===== config.mk =====
export PLATFORM = sky130hd
export DESIGN_NAME = seg_tap_shreg
export DESIGN_NICKNAME = d
export VERILOG_FILES = /design/src/rtl/seg_shreg_pkg.sv /design/src/rtl/shreg_seg.sv /design/src/rtl/seg_link_sel.sv /design/src/rtl/seg_tap_shreg.sv
export SDC_FILE = /design/constraint.sdc
export NUM_CORES = 1
export LEC_CHECK = 0
export ABC_AREA = 1
export BUFFER_PORTS_ARGS = -buffer_cell sky130_fd_sc_hd__clkbuf_2
export CORE_MARGIN = 1.5
export CORE_UTILIZATION = 61
export CTS_CLUSTER_SIZE = 25
export DETAILED_ROUTE_END_ITERATION = 8
export PLACE_DENSITY = 0.81
export SLEW_MARGIN = 25
export SYNTH_ARGS = -nofsm -noshare
export SYNTH_HDL_FRONTEND = slang
export SYNTH_SLANG_ARGS = --single-unit

===== constraint.sdc =====
create_clock -name clk -period 1.6 [get_ports clk]
set_input_delay 0.32 -clock clk [delete_from_list [all_inputs] [get_ports clk]]
set_output_delay 0.32 -clock clk [all_outputs]
set_load 0.03 [all_outputs]

===== src/rtl/seg_shreg_pkg.sv =====
package seg_shreg_pkg;
  // How segment k>0 obtains its serial input.
  typedef enum logic {
    LINK_CHAIN = 1'b0,  // from the previous segment's last stage
    LINK_LOAD  = 1'b1   // from the matching tap input
  } link_mode_e;
endpackage


===== src/rtl/shreg_seg.sv =====
module shreg_seg #(
  parameter int LEN = 16
) (
  input  logic clk,
  input  logic rst,
  input  logic sin,
  output logic head,
  output logic tail
);
  logic [LEN-1:0] stg_q;

  always_ff @(posedge clk) begin
    if (rst) stg_q <= '0;
    else     stg_q <= {stg_q[LEN-2:0], sin};
  end

  assign head = stg_q[0];
  assign tail = stg_q[LEN-1];
endmodule


===== src/rtl/seg_link_sel.sv =====
module seg_link_sel
  import seg_shreg_pkg::*;
#(
  parameter int NUM_SEG = 4
) (
  input  logic               wr_en,
  input  logic               din,
  input  logic [NUM_SEG-2:0] tap_in,
  input  logic [NUM_SEG-1:0] tails,
  output logic [NUM_SEG-1:0] seg_in,
  output logic [NUM_SEG-1:0] oe
);
  link_mode_e mode;
  assign mode = link_mode_e'(wr_en);

  assign seg_in[0] = din;

  for (genvar k = 1; k < NUM_SEG; k++) begin : g_link
    always_comb begin
      unique case (mode)
        LINK_LOAD:  seg_in[k] = tap_in[k-1];
        default:    seg_in[k] = tails[k-1];
      endcase
    end
  end

  assign oe = (mode == LINK_CHAIN) ? '1 : '0;
endmodule


===== src/rtl/seg_tap_shreg.sv =====
module seg_tap_shreg #(
  parameter int NUM_SEG = 4,
  parameter int SEG_LEN = 16
) (
  input  logic               clk,
  input  logic               rst,
  input  logic               wr_en,
  input  logic               din,
  input  logic [NUM_SEG-2:0] tap_in,
  output logic [NUM_SEG-1:0] tap_out,
  output logic [NUM_SEG-1:0] tap_oe
);
  localparam int TOTAL = NUM_SEG * SEG_LEN;

  logic [NUM_SEG-1:0] seg_in;
  logic [NUM_SEG-1:0] heads;
  logic [NUM_SEG-1:0] tails;

  seg_link_sel #(.NUM_SEG(NUM_SEG)) link_i (
    .wr_en  (wr_en),
    .din    (din),
    .tap_in (tap_in),
    .tails  (tails),
    .seg_in (seg_in),
    .oe     (tap_oe)
  );

  for (genvar k = 0; k < NUM_SEG; k++) begin : g_seg
    shreg_seg #(.LEN(SEG_LEN)) seg_i (
      .clk  (clk),
      .rst  (rst),
      .sin  (seg_in[k]),
      .head (heads[k]),
      .tail (tails[k])
    );
  end

  assign tap_out = tails;

  // Assertion support: set once one clock has passed after reset.
  logic past_ok;
  always_ff @(posedge clk) begin
    if (rst) past_ok <= 1'b0;
    else     past_ok <= 1'b1;
  end

  p_din_in_r3: assert property (@(posedge clk) disable iff (rst)
    past_ok |-> heads[0] == $past(din));

  for (genvar k = 1; k < NUM_SEG; k++) begin : g_chk
    p_chain_r2: assert property (@(posedge clk) disable iff (rst)
      (past_ok && !$past(wr_en)) |-> heads[k] == $past(tails[k-1]));
    p_load_r4: assert property (@(posedge clk) disable iff (rst)
      (past_ok && $past(wr_en)) |-> heads[k] == $past(tap_in[k-1]));
  end

  p_clear_r7: assert property (@(posedge clk) disable iff (rst)
    $past(rst) |-> tap_out == '0);

  p_oe_r5: assert property (@(posedge clk) disable iff (rst)
    wr_en |-> tap_oe == '0);

  initial begin
    a_size_r1: assert (TOTAL == NUM_SEG * SEG_LEN && SEG_LEN > 1);
  end
endmodule


==> results.cfg, run 1 <==
[run_status]
outcome = complete, no violations

[floorplan]
chipWidth_um = 59.31
floorplan.die.height_um = 59.31
die_area_um2 = 3518
pin_count = 15
placementRows = 20
core_area_um2 = 3028
floorplan.initialDensity_pct = 63.88

[clock_network]
post_cts.repair.setup_buffers = 0
cts_tree = built
post_cts_resized = 0
htree_levels = 3
root_buffer = clkbuf_4
cts-hold-fix-buffers = 0
cts-root-to-sink-buffers = 2
cts_sinks = 64
cts_made_buffers = 9
worst_skew_pair.late_latency_ns = 0.39
path_clk_slew_ns = 0.09

[timing]
final-max-slew-violation-count = 0
worst_clock_skew_ns = 0.009580
worst_slack_ns = 0.3276
tightest_slew_ns = 0.2509
hold_slack_ns = 0.1301
slew_hr_pct = 83.27
timing.fmax_mhz = 785.9
setup_repair_after_global_routing_missed_its_margin = no
setup_violations_final = 0
final_report_hold_violation_count = 0
finalCritPeriodShare_pct = 79.52
timing.final.crit_period_ns = 1.272
final.setup.tns_ns = 0

[setup_path]
timing.rr.end = g_seg[3].seg_i.stg_q[0]
critical_path_arrival_ns = 0.95
cp_max_fo = 2
timing.setup.critical_path_class = reg2out
reg2regPathDepth = 2
cells_along_the_critical_path = clkbuf_2
reg2reg_slack_ns = 1.03
worstSetupEndpointType = output port
path_delay_family = flip-flops
critical_path.n_buffers_inverters = 1
timing.critical_path.slowest_cell_delay_ns = 0.36
timing.critical_path.from_type = flop
crit-reg2reg-launch = g_seg[2].seg_i.stg_q[15]
timing.critical_path.required_ns = 1.28
timing.critical_path.slowest_stage_cell = dfxtp_1

[grt]
globalRoute.totalOverflow = 0
via_count_of_the_first_global_routing_pass = 1006
grt.total_usage_pct = 17.67
grt_start_max_net_pins = 20
antenna_found_initial = 0
global_route_wire_length_before_repair_um = 4202

[finish]
layout.cells.most_common_list = nor2_1 (67), inv_1 (66), dfxtp_1 (64)
area_growth_syn_to_layout_pct = 7.438
drive_gt1_share_pct = 13.56
finish.net_count = 238
post_route_utilization_pct = 68.64
top_register = g_seg.seg_i.stg_q
max_ffs_per_register = 64
largest_registers = g_seg.seg_i.stg_q x64
antenna_cells = 0
mostFrequentLayoutCell = nor2_1

[pwr]
power_leakage_nw = 0.8934
finalPower_mw = 2.642
power.ir.vdd_worst_mv = 0.8834
power-per-cell-area_nw_per_um2 = 1271

[hold_path]
capture_endpoint_of_the_worst_hold_path = g_seg[0].seg_i.stg_q[0]
worst_hold_path.num_cells = 3
holdCritPathClass = in2reg
worstHoldStart = din

[logic_synthesis]
mappedNetlistNets = 224
ys_ff_latch = 64
netlist_area_um2 = 1934
synthTopCellsByArea = dfxtp_1 (66%), nor2_1 (13%), inv_1 (13%)
synthDominantAreaCellType = dfxtp_1
netlist.area_leader.share_pct = 66.24
synth_warnings = 0
post_synth.cell_area_avg_um2 = 8.914
register_area_share_after_synthesis_pct = 66.24
syn-instance-count = 217
synth.lib_cells_used.distinct = 6

[routing]
wire_per_inst_um = 8.379
drt_iter0_markers = 40
wirelength_um = 2346
detail_route.vias_per_cell = 4.043
detail_route.first_pass.iterations = 4
via_count = 1132
drc = 0
antenna_left = 0

[placement]
dp_hpwl_um = 1490
finalWeightedCongestion = 0.6992
place.port_buffers = 14
detailedPlace.worstSlack_ns = 0.4776

[run]
max_cap_viol_count = 0
-- metal layers --
layer  up-vias  GRT usage [%]  routed length, um
met5         -              0                  0
met2        24          25.12               1075
met4         0          9.740                 36
li1        605              -                  -
met3         4          13.10                158
met1       499          18.95               1076
-- synthesized netlist by cell type --
library cell and count:
buf_4 7, buf_6 7, nand2_1 6, dfxtp_1 64
nor2_1 67, inv_1 66
-- how the worst max path moves through the flow --
| stage | start | endpoint | slack [ns] | cells after the start |
|---|---|---|---|---|
| final | g_seg[2].seg_i.stg_q[15] | tap_out[2] | 0.33 | 1 |
| after CTS | g_seg[2].seg_i.stg_q[15] | tap_out[2] | 0.27 | 1 |
| after global placement | wr_en | tap_oe[1] | 0.50 | 3 |
| after detailed placement | wr_en | tap_oe[2] | 0.48 | 3 |
| after global routing | g_seg[2].seg_i.stg_q[15] | tap_out[2] | 0.25 | 1 |
| after floorplan | wr_en | tap_oe[1] | 0.51 | 2 |
-- kinds of logic after synthesis --
kind of cell,synth area share [%]
buffers and inverters,19.60
and+or+nand+nor,14.17
DFF,66.24
-- where the power goes --
group	switching (mW)	total [mW]	internal, mW
Combinational	0.0531	0.0754	0.0222
Clock	0.515	0.956	0.441
Sequential	0.00385	1.61	1.61
Total	0.572	2.64	2.07
-- cell type report --
class	instances	area (um2)
clock buffer	13	112.6
clock inverter	3	15.01
fill	248	949.7
inverter	66	247.7
multi-input combinational	73	274.0
sequential	64	1281
tap	44	55.05
timing repair buffer	17	92.59
-- metrics by stage --
step | cell area (um2) | cells
finish | 2078 | 280
global route | 2078 | 280
CTS | 2078 | 280
detailed placement | 1951 | 264
global placement | 1951 | 264
floorplan | 1934 | 217
(Power assumes the default switching activity.)
==> inputs of run 2 (changes only) <==
--- a/config.mk
+++ b/config.mk
@@ -5,13 +5,13 @@
 export SDC_FILE = /design/constraint.sdc
 export NUM_CORES = 1
 export LEC_CHECK = 0
-export ABC_AREA = 1
+export ABC_AREA = 0
 export BUFFER_PORTS_ARGS = -buffer_cell sky130_fd_sc_hd__clkbuf_2
 export CORE_MARGIN = 1.5
-export CORE_UTILIZATION = 61
+export CORE_UTILIZATION = 56
 export CTS_CLUSTER_SIZE = 25
 export DETAILED_ROUTE_END_ITERATION = 8
-export PLACE_DENSITY = 0.81
+export PLACE_DENSITY = 0.75
 export SLEW_MARGIN = 25
 export SYNTH_ARGS = -nofsm -noshare
 export SYNTH_HDL_FRONTEND = slang
==> constraint.sdc (replaced) <==
create_clock -name clk -period 1.3 [get_ports clk]
set_input_delay 0.26 -clock clk [delete_from_list [all_inputs] [get_ports clk]]
set_output_delay 0.26 -clock clk [all_outputs]
set_load 0.03 [all_outputs]
==> results.cfg, run 2 <==
[run_status]
outcome = complete, no violations

[routing]
wire_per_inst_um = 9.879
wirelength_um = 2035
via_count = 859
drt_iter0_markers = 19
drc = 0
antenna_left = 0
detail_route.vias_per_cell = 4.170
detail_route.first_pass.iterations = 3

[grt]
via_count_of_the_first_global_routing_pass = 796
grt_start_max_net_pins = 41
global_route.usage.met1_pct = 18.09
antenna_found_initial = 0
gr-usage-met3_pct = 10.39
met2_usage_pct = 18.48
global_route_wire_length_before_repair_um = 3560
grt_busiest_layer = met2
grt.total_usage_pct = 14.81
globalRoute.totalOverflow = 0

[clock_network]
root_buffer = clkbuf_4
cts_sinks = 64
htree_levels = 3
cts-hold-fix-buffers = 0
worst_skew_pair.late_latency_ns = 0.37
post_cts.repair.setup_buffers = 0
post_cts_resized = 0
cts_tree = built
cts_made_buffers = 9
path_clk_slew_ns = 0.09
cts-root-to-sink-buffers = 2

[pwr]
power_frac_seq_pct = 64.6
power-per-cell-area_nw_per_um2 = 1563
net-switching-power_uw = 631.8
clock_power_share_pct = 32.7
power.ir.vdd_worst_mv = 0.9456
finalPower_mw = 3.061
power_leakage_nw = 0.8135
internal_power_mw = 2.429
power_switching_share_pct = 20.64
combinationalPowerShare_pct = 2.7

[hold_path]
capture_endpoint_of_the_worst_hold_path = g_seg[0].seg_i.stg_q[0]
worst_hold_path.num_cells = 2
holdCritPathClass = in2reg
worstHoldStart = din

[placement]
dp_hpwl_um = 1191
numPlacedInstances = 192
place.port_buffers = 14
dpl_cell_area_um2 = 1861
finalWeightedCongestion = 0.7124

[logic_synthesis]
mappedNetlistNets = 153
synth_edf_count = 0
synth_common_cells = dfxtp_1 (64), nor2b_1 (61), buf_4 (7), buf_6 (7)
syn-instance-count = 146
synth.lib_cells_used.distinct = 7
synth_warnings = 0
synth_simple_gate_area_share_pct = 21.36
register_area_share_after_synthesis_pct = 69.66
post_synth.cell_area_avg_um2 = 12.60
dominantRegCellSynth = dfxtp_1
post_synth_mux_area_share_pct = 1.633
synthDominantAreaCellType = dfxtp_1
synth_compound_gate_area_share_pct = 0
synth_xor_xnor_area_share_pct = 0
netlist.area_leader.share_pct = 69.66
ys_ff_latch = 64
synth_top_family_by_area = simple AND/OR/NAND/NOR gates
synth-async-reset-ratio_pct = 0
synth_adder_area_share_pct = 0
synthTopCellsByArea = dfxtp_1 (70%), nor2b_1 (21%), buf_6 (4.3%)
netlist_area_um2 = 1839
yosys.cell_count.top_type = dfxtp_1

[finish]
max_ffs_per_register = 64
postLayoutCellArea_um2 = 1958
antenna_cells = 0
top_register = g_seg.seg_i.stg_q
finish.net_count = 166
drive_gt1_share_pct = 16.67
final_cells = 206
mostFrequentLayoutCell = dfxtp_1
layout.cells.most_common_list = dfxtp_1 (64), nor2b_1 (61), clkbuf_2 (14)
largest_registers = g_seg.seg_i.stg_q x64
area_growth_syn_to_layout_pct = 6.463

[setup_path]
path_delay_family = flip-flops
worstSetupEndpointType = output port
cp_max_fo = 2
reg2regPathDepth = 2
timing.critical_path.slowest_stage_cell = dfxtp_1
timing.critical_path.slowest_cell_delay_ns = 0.34
timing.critical_path.required_ns = 1.04
critical_path_arrival_ns = 0.91
crit-reg2reg-launch = g_seg[1].seg_i.stg_q[15]
timing.rr.end = g_seg[2].seg_i.stg_q[0]
timing.critical_path.from_type = flop
critical_path.n_buffers_inverters = 1
reg2reg_slack_ns = 0.64
timing.setup.critical_path_class = reg2out
cells_along_the_critical_path = clkbuf_2

[floorplan]
pin_count = 15
die_area_um2 = 3637
chipWidth_um = 60.31
floorplan.die.height_um = 60.31
placementRows = 20
floorplan.initialDensity_pct = 59.76
core_area_um2 = 3078

[timing]
slew_hr_pct = 87.20
setup_violations_final = 0
final.setup.tns_ns = 0
worst_clock_skew_ns = 0.005881
setup_repair_after_global_routing_missed_its_margin = no
final-max-slew-violation-count = 0
finalCritPeriodShare_pct = 90.17
timing.fmax_mhz = 853.1
final_report_hold_violation_count = 0
timing.final.crit_period_ns = 1.172
tightest_slew_ns = 0.1867

[run]
max_cap_viol_count = 0
-- run 2: changes by cell type in the layout (fill, tap and decap cells not counted) --
cell and delta:
mux2i_1 +3, nand2_1 -6, buf_4 -2, inv_1 -65
buf_12 +1, clkbuf_8 -2, clkbuf_1 +2, clkinv_2 -2
nor2_1 -64, nor2b_1 +61
-- run 2: area by class of cell --
type	count	area, um2
Clock inverter	1	5.005
Inverter	1	3.754
Fill cell	242	1120
Multi-Input combinational cell	67	422.9
Clock buffer	13	92.59
Timing Repair Buffer	16	97.59
Sequential cell	64	1281
Tap cell	44	55.05
-- run 2: worst max path at each step --
stage / slack [ns] / startpoint / cells past startpoint / to
floorplan: 0.33 / wr_en / 2 / tap_oe[1]
global placement: 0.35 / wr_en / 3 / tap_oe[0]
detailed placement: 0.31 / wr_en / 3 / tap_oe[2]
CTS: 0.08 / g_seg[1].seg_i.stg_q[15] / 1 / tap_out[1]
global route: 0.05 / g_seg[1].seg_i.stg_q[15] / 1 / tap_out[1]
finish: 0.13 / g_seg[1].seg_i.stg_q[15] / 1 / tap_out[1]
-- run 2: metal layers --
| layer | vias to the layer above | share of wire (%) | routed length (um) |
|---|---|---|---|
| met5 | - | 0 | 0 |
| met4 | 0 | 1.8 | 37 |
| met3 | 5 | 7.0 | 143 |
| met2 | 22 | 38 | 771 |
| met1 | 373 | 53 | 1083 |
| li1 | 459 | - | - |
-- run 2: kinds of logic (layout without fill, tap and decap cells) --
logic type	after synthesis	after routing
muxes	3	3
DFF	64	64
buffers and inverters	15	31
and+or+nand+nor	64	64
-- run 2: power by group through the flow --
stage	combinational [mW]	clock, mW	sequential, mW
3_5_place_dp	0.0834	0	2.02
3_3_place_gp	0.0816	0	2.02
5_1_grt	0.0924	1.14	1.98
4_1_cts	0.0842	1.05	1.98
2_1_floorplan	0.0796	0	2.02
6_report	0.0824	1.00	1.98
-- run 2: stage by stage --
| stage | hold slack [ns] | setup WS, ns | utilization [%] |
|---|---|---|---|
| 3_3_place_gp | 0.4180 | 0.3460 | 60.45 |
| 4_1_cts | 0.08043 | 0.07917 | 63.62 |
| 6_report | 0.1136 | 0.1278 | 63.62 |
| 5_1_grt | 0.1066 | 0.05167 | 63.62 |
| 2_1_floorplan | 0.3882 | 0.3282 | - |
| 3_5_place_dp | 0.4204 | 0.3141 | 60.45 |
